===== src/rtl/timer_irq_flags.sv =====
module timer_irq_flags #(
  parameter int ADDR_W   = 2,
  parameter int N_CMP    = 4,
  parameter int STS_ADDR = 0,
  parameter int ENA_ADDR = 1
) (
  input  logic              clk,
  input  logic              rst_n,
  input  logic [ADDR_W-1:0] addr,
  input  logic              rd_en,
  input  logic              wr_en,
  input  logic [7:0]        wdata,
  output logic [7:0]        rdata,
  input  logic              evt_udf,
  input  logic              evt_ovf,
  input  logic [N_CMP-1:0]  evt_cmp,
  output logic              irq
);
  localparam int NF = N_CMP + 2;
  localparam int NE = N_CMP + 1;
  localparam logic [ADDR_W-1:0] STS_A = STS_ADDR[ADDR_W-1:0];
  localparam logic [ADDR_W-1:0] ENA_A = ENA_ADDR[ADDR_W-1:0];

  logic [NF-1:0] flags, arm, evt;
  logic [NE-1:0] en;
  logic          sts_wr, sts_rd, ena_wr;

  assign evt    = {evt_udf, evt_ovf, evt_cmp};
  assign sts_wr = wr_en && addr == STS_A;
  assign sts_rd = rd_en && addr == STS_A;
  assign ena_wr = wr_en && addr == ENA_A;

  for (genvar i = 0; i < NF; i++) begin : g_flag
    logic clr;
    assign clr = sts_wr && arm[i] && !wdata[i];

    always_ff @(posedge clk) begin
      if (!rst_n) begin
        flags[i] <= 1'b0;
        arm[i]   <= 1'b0;
      end else begin
        flags[i] <= evt[i] || (flags[i] && !clr);
        if (sts_wr)      arm[i] <= 1'b0;
        else if (sts_rd) arm[i] <= arm[i] || flags[i];
      end
    end
  end

  always_ff @(posedge clk) begin
    if (!rst_n)      en <= '0;
    else if (ena_wr) en <= wdata[NE-1:0];
  end

  always_ff @(posedge clk) begin
    if (!rst_n) begin
      rdata <= '0;
    end else if (rd_en) begin
      if (addr == STS_A)      rdata <= 8'(flags);
      else if (addr == ENA_A) rdata <= 8'(en);
      else                    rdata <= '0;
    end
  end

  always_ff @(posedge clk) begin
    if (!rst_n) irq <= 1'b0;
    else        irq <= |(flags[NE-1:0] & en);
  end
endmodule


===== config.mk =====
export PLATFORM = sky130hd
export DESIGN_NAME = timer_irq_flags
export DESIGN_NICKNAME = d
export VERILOG_FILES = /design/src/rtl/timer_irq_flags.sv
export SDC_FILE = /design/constraint.sdc
export NUM_CORES = 1
export LEC_CHECK = 0
export ABC_AREA = 1
export BUFFER_PORTS_ARGS = -buffer_cell sky130_fd_sc_hd__buf_2
export CAP_MARGIN = 40
export CORE_ASPECT_RATIO = 1.5
export CORE_MARGIN = 1
export CORE_UTILIZATION = 50
export CTS_BUF_LIST = sky130_fd_sc_hd__clkbuf_4 sky130_fd_sc_hd__clkbuf_8
export DETAILED_ROUTE_END_ITERATION = 8
export GPL_ROUTABILITY_DRIVEN = 1
export PLACE_DENSITY = 0.82
export SLEW_MARGIN = 20
export SYNTH_ARGS = -nofsm -noshare
export SYNTH_HDL_FRONTEND = slang
export SYNTH_SLANG_ARGS = --single-unit

===== constraint.sdc =====
create_clock -name clk -period 1.1 [get_ports clk]
set_input_delay 0.33 -clock clk [delete_from_list [all_inputs] [get_ports clk]]
set_output_delay 0.33 -clock clk [all_outputs]
set_load 0.02 [all_outputs]

==> reports/qor.yml <==
status: "finished with violations"
violations: "setup timing"
worstSetupStartpointType: "register"
boundaryPins: 29
grt_usage_pct: 22.3
syn_avg_cell_area_sq_um: 6.83
grt_pass1_wl_microns: 3480
core-area_sq_um: 1900
startpoint: "rdata[3]"
ys_warn_count: 0
wirelength_microns: 2150
worstReg2RegStart: "arm[0]"
placementRows: 19
htree_levels: 1
synth_mux_area_share_pct: 0
via_per_inst: 4.86
area_growth_pct: 28.9
firstDrtPassIters: 4
n_fill_cell: 154
dieArea_sq_um: 2270
synthXorXnorAreaFrac_pct: 0
post-route-util_pct: 70.4
ys_seq_area_share_pct: 46.3
clk_latency_ps: 320
critPathArrivalTime_ps: 790
clkTransAtPathRegs_ps: 130
synth_top_cell_by_area: "dfxtp_1"
grt_max_degree: 14
fin_worst_skew_ps: 2.84
vias: 1011
cts_buffers: 3
crit_type: "register to output port"
crit_end: "rdata[3]"
power.switching_mw: 0.434
period_minus_slack_ps: 1120
die_y_microns: 57.8
mostFrequentLayoutCells: "nand2_1 (32), nor2_1 (29), inv_1 (22)"
holdWs_ps: 225
r2r-end: "flags[0]"
gr-total-overflow: 0
p_clk_share_pct: 28.1
setup_violations: 7
fin_tns_setup_ps: -117
max_freq_mhz: 891
worst_r2r_path_depth: 5
wl_per_cell_microns: 10.4
yosysUniqueCellTypes: 15
timing.final.crit_share_pct: 102
cts_hold_buf: 0
critPathMaxStageDelay_ps: 360
clkSinkCount: 24
swShare_pct: 26.0
ctsRootBufferMaster: "clkbuf_4"
cp-end-kind: "output port"
preCtsSetupSlack_ps: -25.7
critPathSlowestCell: "dfxtp_2"
synth-simple-area-share_pct: 32.4
first_global_vias: 869
p_comb_share_pct: 15.2
power_density_nw_per_um2: 1250
worst-path-buf-inv: 1
ant_nets: 0
synth_fa_ha_area_share_pct: 0
finalNetCount: 208
seqPwrFrac_pct: 56.7
place_congestion: 0.809
cp.depth: 1
synth_area_leaders: "dfxtp_1 (46%), nand2_1 (12%), nor2_1 (10%)"
dr.first_iter.drc_count: 31
drive_gt1_share_pct: 27.3
synth_top_family_by_area: "simple AND/OR/NAND/NOR gates"
cp_max_fo: 2
synth_compound_area_share_pct: 8.67
hold_viol_final: 0
post-route-drc-count: 0
antenna_found_initial: 0
die_w_microns: 39.2
fin_total_pwr_mw: 1.67
power_leakage_nw: 0.677
initial_utilization_pct: 54.6
io_buffer_count: 24
worst_ep_required_time_ps: 770
ir_drop_v: 0.000882
synth_seq_cells: 24
path_cells: "buf_6"
rsz0062_at_grt: "yes"
netlist_instances: 152
setup_slack_ps: -22.2
diodes: 0
cts_tree: "yes"
reg2reg_slack_ps: 350
internal_power_mw: 1.24
layout_commonest_cell: "nand2_1"
hold_class: "primary input to register"
cts_buffer_depth: 2
slew_violations: 0
max_cap_violations: 0
synth_top_area_share_pct: 46.3
crit_family: "flip-flops"
synth_area_sq_um: 1040
hpwl_microns: 1650
## synthesized netlist by cell type
master and n:
nor2_2 1, nor3_2 1, dfxtp_1 24, inv_1 22, buf_6 1, nand3_1 16
conb_1 1, nor2_1 29, buf_4 2, a21oi_1 13, nand2_1 32, nor2_4 1
o21ai_0 5, buf_2 3, inv_2 1
## registers in the layout (all words and copies together) (netlist names)
register and flops:
arm 6, flags 6, rdata 6, en 5
irq 1
## per-stage QoR
stage / area (sq um) / cells
6_report: 1340 / 208
5_1_grt: 1340 / 208
4_1_cts: 1340 / 208
3_5_place_dp: 1250 / 204
3_3_place_gp: 1250 / 204
2_1_floorplan: 1040 / 153
## power groups by stage
| stage | combinational, mW | sequential (mW) | clock (mW) |
|---|---|---|---|
| after floorplan | 0.122 | 0.972 | 0 |
| after global placement | 0.233 | 0.959 | 0 |
| after detailed placement | 0.238 | 0.962 | 0 |
| after CTS | 0.255 | 0.948 | 0.477 |
| after global routing | 0.284 | 0.955 | 0.504 |
| final | 0.254 | 0.949 | 0.469 |
## area by class of cell
cell class                      instances  area [sq um]  share of cell area [%]
Multi-Input combinational cell        100           434                    32.4
Tap cell                               21          26.3                    1.96
Clock buffer                            4          36.3                    2.71
Timing Repair Buffer                   36           267                    19.9
Sequential cell                        24           489                    36.5
Inverter                               23          86.3                    6.45
## worst min-delay path by stage
stage | from | end | slack, ps | depth (start not counted)
5_1_grt | evt_cmp[1] | flags[1] | 220 | 3
2_1_floorplan | arm[0] | arm[0] | 440 | 2
6_report | evt_cmp[3] | flags[3] | 220 | 3
3_5_place_dp | flags[5] | flags[5] | 450 | 2
3_3_place_gp | arm[4] | arm[4] | 450 | 2
4_1_cts | evt_cmp[3] | flags[3] | 220 | 3
## tightest hold or removal path, delay by kind of cell
kind / cells / cell delay, ps
buffers and inverters: 2 / 130
AO/OA/AOI/OAI: 1 / 50
## routing by layer
metal | routed length (microns) | vias to the layer above | share of wire, % | global-route usage, %
met5 | 0 | - | 0 | 0
met4 | 65 | 0 | 3.0 | 13.8
met3 | 77 | 6 | 3.6 | 3.83
met2 | 1120 | 31 | 52 | 37.9
met1 | 893 | 443 | 41 | 24.3
li1 | - | 531 | - | -
## cell families (layout without fill, tap and decap cells)
kind of cell	Yosys count	count (layout)
and+or+nand+nor	80	80
other	1	2
buffers and inverters	29	63
DFF	24	24
AOI/OAI and AO/OA	18	18
## what timing repair did
action,4_1_cts,5_1_grt
gates resized for setup,20,1
buffers inserted,0,0
endpoints found under the setup margin,7,7
Power figures use the tool's default switching activity.
